**src/rtl/vsg_pkg.sv**
```systemverilog
package vsg_pkg;

    localparam int TW = 10;

    typedef enum logic [1:0] {
        PH_ACTIVE,
        PH_PRE_EQ,
        PH_BROAD,
        PH_POST_EQ
    } vphase_t;

    typedef struct packed {
        logic [TW-1:0]      htotal;
        logic [TW-1:0]      half;
        logic [TW-1:0]      hs_end;
        logic [TW-1:0]      eq_end;
        logic [TW-1:0]      br_end;
        logic [TW-1:0]      bg_start;
        logic [TW-1:0]      bg_end;
        logic [TW-1:0]      act_start;
        logic [TW-1:0]      fp_start;
        logic [3:0]         npulse;
        logic signed [7:0]  tip;
        logic signed [7:0]  setup;
    } htiming_t;

    // Horizontal constants in 13.5 MHz cycles; levels in half-IRE.
    function automatic htiming_t vsg_timing(input logic pal);
        htiming_t t;
        if (pal) begin
            t.htotal = 10'd864;  t.half = 10'd432;    t.hs_end = 10'd63;
            t.eq_end = 10'd32;   t.br_end = 10'd368;  t.bg_start = 10'd76;
            t.bg_end = 10'd107;  t.act_start = 10'd142; t.fp_start = 10'd844;
            t.npulse = 4'd5;     t.tip = -8'sd86;     t.setup = 8'sd0;
        end else begin
            t.htotal = 10'd858;  t.half = 10'd429;    t.hs_end = 10'd63;
            t.eq_end = 10'd31;   t.br_end = 10'd366;  t.bg_start = 10'd72;
            t.bg_end = 10'd106;  t.act_start = 10'd127; t.fp_start = 10'd837;
            t.npulse = 4'd6;     t.tip = -8'sd80;     t.setup = 8'sd15;
        end
        return t;
    endfunction

endpackage

```
**src/rtl/vsg_counters.sv**
```systemverilog
module vsg_counters
    import vsg_pkg::*;
#(
    parameter int HW         = 10,
    parameter int LW         = 10,
    parameter int NTSC_LINES = 525,
    parameter int PAL_LINES  = 625
) (
    input  logic          clk,
    input  logic          rst,
    input  logic          std_sel,
    output logic [HW-1:0] hcount,
    output logic [LW-1:0] line,
    output logic          pal,
    output logic [HW-1:0] h_nx,
    output logic [LW-1:0] l_nx,
    output logic          pal_nx
);
    localparam logic [LW-1:0] NTSC_LAST = LW'(NTSC_LINES - 1);
    localparam logic [LW-1:0] PAL_LAST  = LW'(PAL_LINES - 1);

    htiming_t t;
    logic     h_last;
    logic     l_last;

    always_comb begin
        t      = vsg_timing(pal);
        h_last = (hcount == HW'(t.htotal - 10'd1));
        l_last = (line == (pal ? PAL_LAST : NTSC_LAST));
        h_nx   = h_last ? '0 : hcount + HW'(1);
        l_nx   = h_last ? (l_last ? '0 : line + LW'(1)) : line;
        pal_nx = (h_last && l_last) ? std_sel : pal;
    end

    always_ff @(posedge clk) begin
        if (rst) begin
            hcount <= '0;
            line   <= '0;
            pal    <= std_sel;
        end else begin
            hcount <= h_nx;
            line   <= l_nx;
            pal    <= pal_nx;
        end
    end

endmodule

```
**src/rtl/vsg_vphase.sv**
```systemverilog
module vsg_vphase
    import vsg_pkg::*;
#(
    parameter int HW         = 10,
    parameter int LW         = 10,
    parameter int NTSC_LINES = 525,
    parameter int PAL_LINES  = 625,
    parameter int VSTART     = 3
) (
    input  logic          clk,
    input  logic          rst,
    input  logic [HW-1:0] h_nx,
    input  logic [LW-1:0] l_nx,
    input  logic          pal_nx,
    output vphase_t       phase
);
    localparam int XW = LW + 1;

    htiming_t      t;
    logic [XW-1:0] s1, s2, np, hidx, off;
    vphase_t       phase_nx;

    always_ff @(posedge clk) begin
        if (rst) phase <= PH_ACTIVE;
        else     phase <= phase_nx;
    end

    always_comb begin
        t    = vsg_timing(pal_nx);
        s1   = XW'(2 * VSTART);
        s2   = s1 + (pal_nx ? XW'(PAL_LINES) : XW'(NTSC_LINES));
        np   = XW'(t.npulse);
        hidx = {l_nx, 1'b0} + XW'(h_nx >= HW'(t.half));
        off  = hidx - ((hidx >= s2) ? s2 : s1);
        phase_nx = phase;
        unique case (phase)
            PH_ACTIVE:  if (hidx == s1 || hidx == s2) phase_nx = PH_PRE_EQ;
            PH_PRE_EQ:  if (off == np)                phase_nx = PH_BROAD;
            PH_BROAD:   if (off == XW'(2) * np)       phase_nx = PH_POST_EQ;
            PH_POST_EQ: if (off == XW'(3) * np)       phase_nx = PH_ACTIVE;
        endcase
    end

endmodule

```
**src/rtl/vsg_decode.sv**
```systemverilog
module vsg_decode
    import vsg_pkg::*;
#(
    parameter int HW         = 10,
    parameter int LW         = 10,
    parameter int NTSC_LINES = 525,
    parameter int PAL_LINES  = 625,
    parameter int VSTART     = 3
) (
    input  logic [HW-1:0]     hcount,
    input  logic [LW-1:0]     line,
    input  logic              pal,
    input  vphase_t           phase,
    output logic              csync,
    output logic              blank,
    output logic              burst,
    output logic              field,
    output logic              vsync,
    output logic signed [7:0] sync_level
);
    localparam int XW = LW + 1;

    htiming_t      t;
    logic [XW-1:0] s1, s2, n3, hidx, l0, l1, post1, post2;
    logic [HW-1:0] hr;
    logic          upper, vline;

    always_comb begin
        t     = vsg_timing(pal);
        s1    = XW'(2 * VSTART);
        s2    = s1 + (pal ? XW'(PAL_LINES) : XW'(NTSC_LINES));
        n3    = XW'(3) * XW'(t.npulse);
        post1 = s1 + XW'(2) * XW'(t.npulse);
        post2 = s2 + XW'(2) * XW'(t.npulse);
        upper = hcount >= HW'(t.half);
        hr    = upper ? hcount - HW'(t.half) : hcount;
        hidx  = {line, upper};
        l0    = {line, 1'b0};
        l1    = {line, 1'b1};
        vline = (l0 >= s1 && l0 < s1 + n3) || (l0 >= s2 && l0 < s2 + n3) ||
                (l1 >= s1 && l1 < s1 + n3) || (l1 >= s2 && l1 < s2 + n3);

        unique case (phase)
            PH_ACTIVE:  csync = !upper && hcount <= HW'(t.hs_end);
            PH_PRE_EQ,
            PH_POST_EQ: csync = hr <= HW'(t.eq_end);
            PH_BROAD:   csync = hr <= HW'(t.br_end);
        endcase

        blank = vline || hcount < HW'(t.act_start) || hcount >= HW'(t.fp_start);
        burst = !vline && hcount >= HW'(t.bg_start) && hcount <= HW'(t.bg_end);
        field = hidx >= s1 && hidx < s2;
        vsync = (hr == '0) && (hidx == post1 || hidx == post2);

        if (csync)       sync_level = t.tip;
        else if (!blank) sync_level = t.setup;
        else             sync_level = 8'sd0;
    end

endmodule

```
**src/rtl/video_sync_gen.sv**
```systemverilog
module video_sync_gen
    import vsg_pkg::*;
#(
    parameter int HW         = 10,
    parameter int LW         = 10,
    parameter int NTSC_LINES = 525,
    parameter int PAL_LINES  = 625,
    parameter int VSTART     = 3
) (
    input  logic              clk,
    input  logic              rst,
    input  logic              std_sel,
    output logic              csync,
    output logic              blank,
    output logic              burst,
    output logic [HW-1:0]     hcount,
    output logic [LW-1:0]     line,
    output logic              field,
    output logic              vsync,
    output logic signed [7:0] sync_level
);
    logic          pal_q, pal_nx;
    logic [HW-1:0] h_nx;
    logic [LW-1:0] l_nx;
    vphase_t       phase;

    vsg_counters #(.HW(HW), .LW(LW), .NTSC_LINES(NTSC_LINES), .PAL_LINES(PAL_LINES)) u_cnt (
        .clk(clk), .rst(rst), .std_sel(std_sel),
        .hcount(hcount), .line(line), .pal(pal_q),
        .h_nx(h_nx), .l_nx(l_nx), .pal_nx(pal_nx)
    );

    vsg_vphase #(.HW(HW), .LW(LW), .NTSC_LINES(NTSC_LINES), .PAL_LINES(PAL_LINES),
                 .VSTART(VSTART)) u_vph (
        .clk(clk), .rst(rst), .h_nx(h_nx), .l_nx(l_nx), .pal_nx(pal_nx), .phase(phase)
    );

    vsg_decode #(.HW(HW), .LW(LW), .NTSC_LINES(NTSC_LINES), .PAL_LINES(PAL_LINES),
                 .VSTART(VSTART)) u_dec (
        .hcount(hcount), .line(line), .pal(pal_q), .phase(phase),
        .csync(csync), .blank(blank), .burst(burst), .field(field),
        .vsync(vsync), .sync_level(sync_level)
    );

endmodule

```
**config.mk**
```make
export PLATFORM = sky130hd
export DESIGN_NAME = video_sync_gen
export DESIGN_NICKNAME = d
export VERILOG_FILES = /design/src/rtl/vsg_pkg.sv /design/src/rtl/vsg_counters.sv /design/src/rtl/vsg_vphase.sv /design/src/rtl/vsg_decode.sv /design/src/rtl/video_sync_gen.sv
export SDC_FILE = /design/constraint.sdc
export NUM_CORES = 1
export LEC_CHECK = 0
export BUFFER_PORTS_ARGS = -buffer_cell sky130_fd_sc_hd__buf_2
export CAP_MARGIN = 5
export CORE_ASPECT_RATIO = 1.1
export CORE_MARGIN = 5
export CORE_UTILIZATION = 55
export DETAILED_ROUTE_END_ITERATION = 10
export GPL_ROUTABILITY_DRIVEN = 0
export HOLD_SLACK_MARGIN = 0.05
export PLACE_DENSITY = 0.84
export SETUP_SLACK_MARGIN = 0.5
export SLEW_MARGIN = 20
export SYNTH_ARGS = -nofsm -noshare
export SYNTH_HDL_FRONTEND = slang
export SYNTH_SLANG_ARGS = --single-unit
```
**constraint.sdc**
```tcl
create_clock -name clk -period 19.8 [get_ports clk]
set_input_delay 3.96 -clock clk [delete_from_list [all_inputs] [get_ports clk]]
set_output_delay 3.96 -clock clk [all_outputs]
set_load 0.01 [all_outputs]
```
# After elaboration in Yosys (flattened, before gate mapping)
# Cells that the tools add are included.
[totals] reg_bits=23 latchBits=0 ram_bits=0 romBits=0 inputBits=3 out_inout_bits=33 elab_cells=97 mem_count=0
[classes] n_addsub=12 mul=2 div_mod_pow=0 order_cmp=20 eq_ne=16 shift=0 muxes=20 n_bitwise=0 n_reduce_logical=23
[ops] operator="2-to-1 mux 106 bit" count=1
[ops] operator="2-to-1 mux 95 bit" count=1
[ops] operator="< comparator 11 bit" count=5
[ops] operator="<= comparator 10 bit" count=4
[ops] operator="2-to-1 mux 10 bit" count=4
[ops] operator="== test 11 bit" count=3
[ops] operator="greater-or-equal comparator 11 bit" count=3
[ops] operator="greater-or-equal comparator 11 x 3 -> 1 bit (second input constant)" count=3
[ops] operator="greater-or-equal comparator 10 bit" count=3
[ops] operator="adder 3 x 11 -> 11 bit (first input constant)" count=2
[ops] operator="2-to-1 mux 7 bit" count=3
[ops] operator="adder 10 x 1 -> 10 bit (second input constant)" count=2
[ops] operator="== test 10 bit" count=2
[ops] operator="2-to-1 mux 8 bit" count=2
[ops] operator="multiplier 2 x 4 -> 6 bit (first input constant)" count=2
[ops] operator="adder 11 x 1 -> 11 bit" count=1
[ops] operator="adder 11 x 5 -> 11 bit" count=1
[ops] operator="adder 11 x 6 -> 11 bit" count=1
[ops] operator="== test 11 x 3 -> 1 bit (second input constant)" count=1
[ops] operator="== test 11 x 4 -> 1 bit" count=1
[ops] operator="== test 11 x 5 -> 1 bit" count=1
[ops] operator="== test 11 x 6 -> 1 bit" count=1
[ops] operator="2-to-1 mux 11 bit" count=1
[ops] operator="subtractor 11 bit" count=1
[ops] operator="other kinds (20)" count=44

# Depth between registers and ports, before layout
[logic_depth] word_depth=14 depth_mapped=33 ltp_nobuf=31

# Modules after synthesis
# A second synthesis with hierarchy kept.
[hier_totals] hier_cells=456 hier_area_um2=3490.8
[modules_own_cells] mod="vsg_decode" n_inst=1 cells_per_inst=197 area_per_inst_um2=1438.9 seq_area_each_um2=0.0
[modules_own_cells] mod="vsg_counters" n_inst=1 cells_per_inst=147 area_per_inst_um2=1167.4 seq_area_each_um2=420.4
[modules_own_cells] mod="vsg_vphase" n_inst=1 cells_per_inst=112 area_per_inst_um2=884.6 seq_area_each_um2=40.0

# Worst setup path before layout
# Ideal clock, no wire load.
[synth_path] path_kind="input to register" start="in std_sel" end="reg u_vph.phase[0]" setup_ns=0.134 arrival_time_ns=8.740 required_time_ns=19.666 path_slack_ns=10.927 stages=26 path_buffers=0 path_cell_list="a21o_1 -> inv_1 -> ha_1 -> nor4b_1 -> nor2_1 -> nor3_1 -> nor3_1 -> o311ai_0 -> o21ai_0 -> nand3_1 -> a31oi_1 -> a2111oi_0 -> o21ai_0 -> and2_1 -> ha_1 -> nor2b_1 -> nor2_1 -> a22o_1 -> o21ai_2 -> a211oi_1 -> nor4_1 -> a2bb2oi_1 -> o41ai_2 -> nand4_1 -> nor3_1 -> a211oi_1"
[synth_via] elab_chain_cells=10 word_cells_on_any_way=21 classes_between="3 x add/sub; 1 x mul; 2 x order compare; 9 x eq/ne; 4 x mux; 2 x reduce/logical"
[synth_lines] item="start: declaration" line="video_sync_gen.sv:12" source="input logic std_sel,"
[synth_lines] item="2-to-1 mux 1 bit (*)" line="vsg_counters.sv:32" source="pal_nx = (h_last && l_last) ? std_sel : pal;"
[synth_lines] item="2-to-1 mux 95 bit" line="vsg_pkg.sv:30" source="if (pal) begin"
[synth_lines] item="greater-or-equal comparator 10 x 9 -> 1 bit" line="vsg_vphase.sv:33" source="hidx = {l_nx, 1'b0} + XW'(h_nx >= HW'(t.half));"
[synth_lines] item="adder 11 x 1 -> 11 bit" line="vsg_vphase.sv:33"
[synth_lines] item="greater-or-equal comparator 11 bit" line="vsg_vphase.sv:34" source="off = hidx - ((hidx >= s2) ? s2 : s1);"
[synth_lines] item="2-to-1 mux 11 bit" line="vsg_vphase.sv:34"
[synth_lines] item="subtractor 11 bit" line="vsg_vphase.sv:34"
[synth_lines] item="== test 11 x 4 -> 1 bit (tied with other cells)" line="vsg_vphase.sv:38" source="PH_PRE_EQ: if (off == np) phase_nx = PH_BROAD;"
[synth_lines] item="!= test 2 bit (no line)"
[synth_lines] item="AND reduction 4 bit (no line) (*)"
[synth_lines] item="end signal: assignment" line="vsg_vphase.sv:25" source="else phase <= phase_nx;"
[synth_lines] item="end: declaration" line="vsg_vphase.sv:15" source="output vphase_t phase"
# Mark *: on every way between the ends. The rest lies on a longest branch, timed or not.
# A chain may end at the register's enable or synchronous reset.

# Final worst setup path
[layout_path] start="in std_sel" end="reg u_vph.phase[1]"
# Same word-level chain as after synthesis.

==> results.txt <==
Final Cycle Share = 48.7%
Total count of max-transition violations in the final report = 0
Min-delay src = u_vph.phase[1]$_SDFFE_PP0P_
Top delay family on crit path = compound AO/OA/AOI/OAI gates
Maximum resistive drop on vdd = 0.0238 mV
GR Util All Layers = 24.8%
Horizontal die dimension = 87.5 µm
CP max FO = 10
Cell Pwr Density = 33.3 nW/µm²
Total half-perimeter wirelength after legalization and detailed placement = 7830 µm
Largest family of logic cells by synthesized area = simple AND/OR/NAND/NOR gates
Min Tclk post-route = 9.63 ns
Final total negative setup slack = 0 ns
Htree depth = 1
Final instance area = 3810 µm²
Static power due to leakage = 1.59 nW
Via count = 4,016
Max-cap violations = 0
Port Buf Inserts = 34
Routed Antenna Nets = 0
Drt total wl = 10,500 µm
Total setup buffers inserted after CTS = 0
Leading area contributor after synthesis = sky130_fd_sc_hd__ha_1
Top cell type's share of synthesized area = 18.3%
CP Launch Type = input port
Fmax = 0.104 GHz
Highest cell delay on the worst timing path = 0.37 ns
Antenna cells = 0
Final setup skew = 0.0145 ns
Core box area = 6520 µm²
Synth Cell Area = 3630 µm²
Share of flip-flops with an asynchronous set or reset after synthesis = 0%
Number of warning messages in the yosys log = 0
Initial Utilization = 55.8%
Number of cells produced by synthesis = 506
Maximum number of pins on one net before global-route repair = 25
Status = completed
Commonest register cell after synthesis = sky130_fd_sc_hd__dfxtp_1
Wirelength per Cell = 17.7 µm
Final setup violation count = 0
First-pass GRT wire length = 16,700 µm
Post-CTS clock slew at the launch and capture registers of the worst setup and hold paths = 0.08 ns
Average instance area after synthesis = 7.18 µm²
DRC violation total after the first TritonRoute iteration = 373
Via count of the first global-routing pass = 3,654
Clk sinks = 23
Post-place instance area = 3770 µm²
Hold Buf Count CTS = 0
Multiplexer share of the synthesized area = 2.00%
Kind of path behind the tightest hold check = flip-flop to flip-flop
Sum of buffers and inverters on the critical path = 2
Count of flip-flops with a built-in enable after synthesis = 0
Post-synth cell types = 68
Total CTS buffers = 3
Xor/xnor share of the synthesized area = 4.58%
Detailed-router iteration count before antenna repair = 5
Bufs on Longest Clock Path = 2
CTS tree = done
Slew at the pin closest to its max-slew limit = 0.796 ns
Number of storage elements in the synthesis netlist = 23
Number of antenna violations at the first check in global routing = 0
RSZ-0062 raised after global routing = false
Post-synthesis compound-gate area fraction = 24.6%
Drt drc = 0
Clock tree root buffer cell = sky130_fd_sc_hd__clkbuf_8
Vertical die dimension = 95.2 µm
Start point of the critical path = std_sel
Setup crit end kind = flip-flop
Site Rows = 31
Slowest cell on the critical path = sky130_fd_sc_hd__a2111oi_0
Headroom to the max-slew limit = 46.5%
Simple logic cell fraction of the synthesized area = 29.9%
Post-synthesis adder-cell area fraction = 18.3%
Most frequent cells in the layout = 53 x sky130_fd_sc_hd__ha_1, 46 x sky130_fd_sc_hd__nand2_1, 39 x sky130_fd_sc_hd__nor2_1, 35 x sky130_fd_sc_hd__inv_1, 34 x sky130_fd_sc_hd__buf_2
Area added between synthesis and finish = 4.99%
Arrival @ worst endpoint = 9.77 ns
Cell types occupying the most area after synthesis = sky130_fd_sc_hd__ha_1 18%, sky130_fd_sc_hd__dfxtp_1 13%, sky130_fd_sc_hd__nand2_1 4.8%, sky130_fd_sc_hd__a21oi_1 4.1%, sky130_fd_sc_hd__nor2_1 4.0%
Number of hold violations in the final report = 0
Sum of overflow across all layers after global routing = 0
Startpoint of the most critical register-to-register path = u_cnt.pal$_DFF_P_
Post-CTS Resized = 0
Leading cell type in the layout, fill and taps excluded = sky130_fd_sc_hd__ha_1
# IOs = 36
Post-detailed-route via-to-cell ratio = 6.73
Critical path class = input port to flip-flop
Clock insertion delay at the later pin of the skew report = 0.27 ns
Required time of the critical path = 19.94 ns
Proportion of layout cells with a drive suffix above 1 = 9.32%
Share of the yosys chip area belonging to registers = 12.7%
Number of nets in the synthesized netlist = 562
Die area = 8330 µm²
Total Nets Final = 572
## kinds of logic after synthesis
family	count (synthesis)
other	1
AOI/OAI and AO/OA	129
xor gates and xnor gates	19
DFF	23
and+or+nand+nor	208
buffers and inverters	66
muxes	7
adders and majority gates	53
## final cells by class
cell class              instances  area (µm²)
well taps                      82         103
fillers                       622        2700
flip-flops and latches         23         460
inverters                      35         131
multi-input cells             417        2890
repair buffers                 36         185
clock buffers                   4        45.0
## final timing paths
path	to	slack (ns)	cells after the start
max	u_vph.phase[1]$_SDFFE_PP0P_	10.17	27
min	u_vph.phase[1]$_SDFFE_PP0P_	0.59	2
max reg2reg	u_vph.phase[1]$_SDFFE_PP0P_	11.36	32
min reg2reg	u_vph.phase[1]$_SDFFE_PP0P_	0.59	2
## cell usage after synthesis (all sizes together) (9+ instances only)
library cell	count
ha	53
nand2	46
nor2	39
inv	35
a21oi	31
nor3	29
o21ai	27
dfxtp	23
nand3	20
clkbuf	17
buf	14
nor2b	14
xnor2	13
nor4	9
## through the flow
stage	setup slack [ns]	power (mW)	std cells	utilization [%]	hold slack, ns
finish	10.17	0.127	597	58.5	0.587
global route	9.70	0.135	597	58.5	0.627
CTS	10.25	0.126	597	58.5	0.584
detailed placement	10.02	0.0967	593	57.9	0.565
global placement	10.37	0.0947	593	57.9	0.547
floorplan	10.93	0.0853	506	-	0.518
## per-layer routing
metal	routed length (µm)	up-vias	global-route usage, %
li1	-	1868	-
met1	4350	1848	31.4
met2	4920	252	41.7
met3	916	48	2.25
met4	363	0	12.4
met5	0	-	0
## flip-flops by register name (all words and copies together), names as in the netlist
| signal | count |
|---|---|
| u_cnt.pal | 1 |
| u_vph.phase | 2 |
| u_cnt.hcount | 10 |
| u_cnt.line | 10 |
## where the power goes
part / switching [mW] / internal, mW / leakage (nW)
clock network: 0.0159 / 0.0144 / 0.0228
registers: 0.00365 / 0.0473 / 0.186
logic: 0.0278 / 0.0180 / 1.38
## worst reg2reg max path: cells and delay by family (launching register included)
kind	cells	cell delay (ns)
flops	1	0.32
simple gates	15	3.26
compound gates	10	2.57
buf+inv	3	0.87
mux	1	0.20
fa+ha+maj	3	1.09
Power figures use the tool's default switching activity.
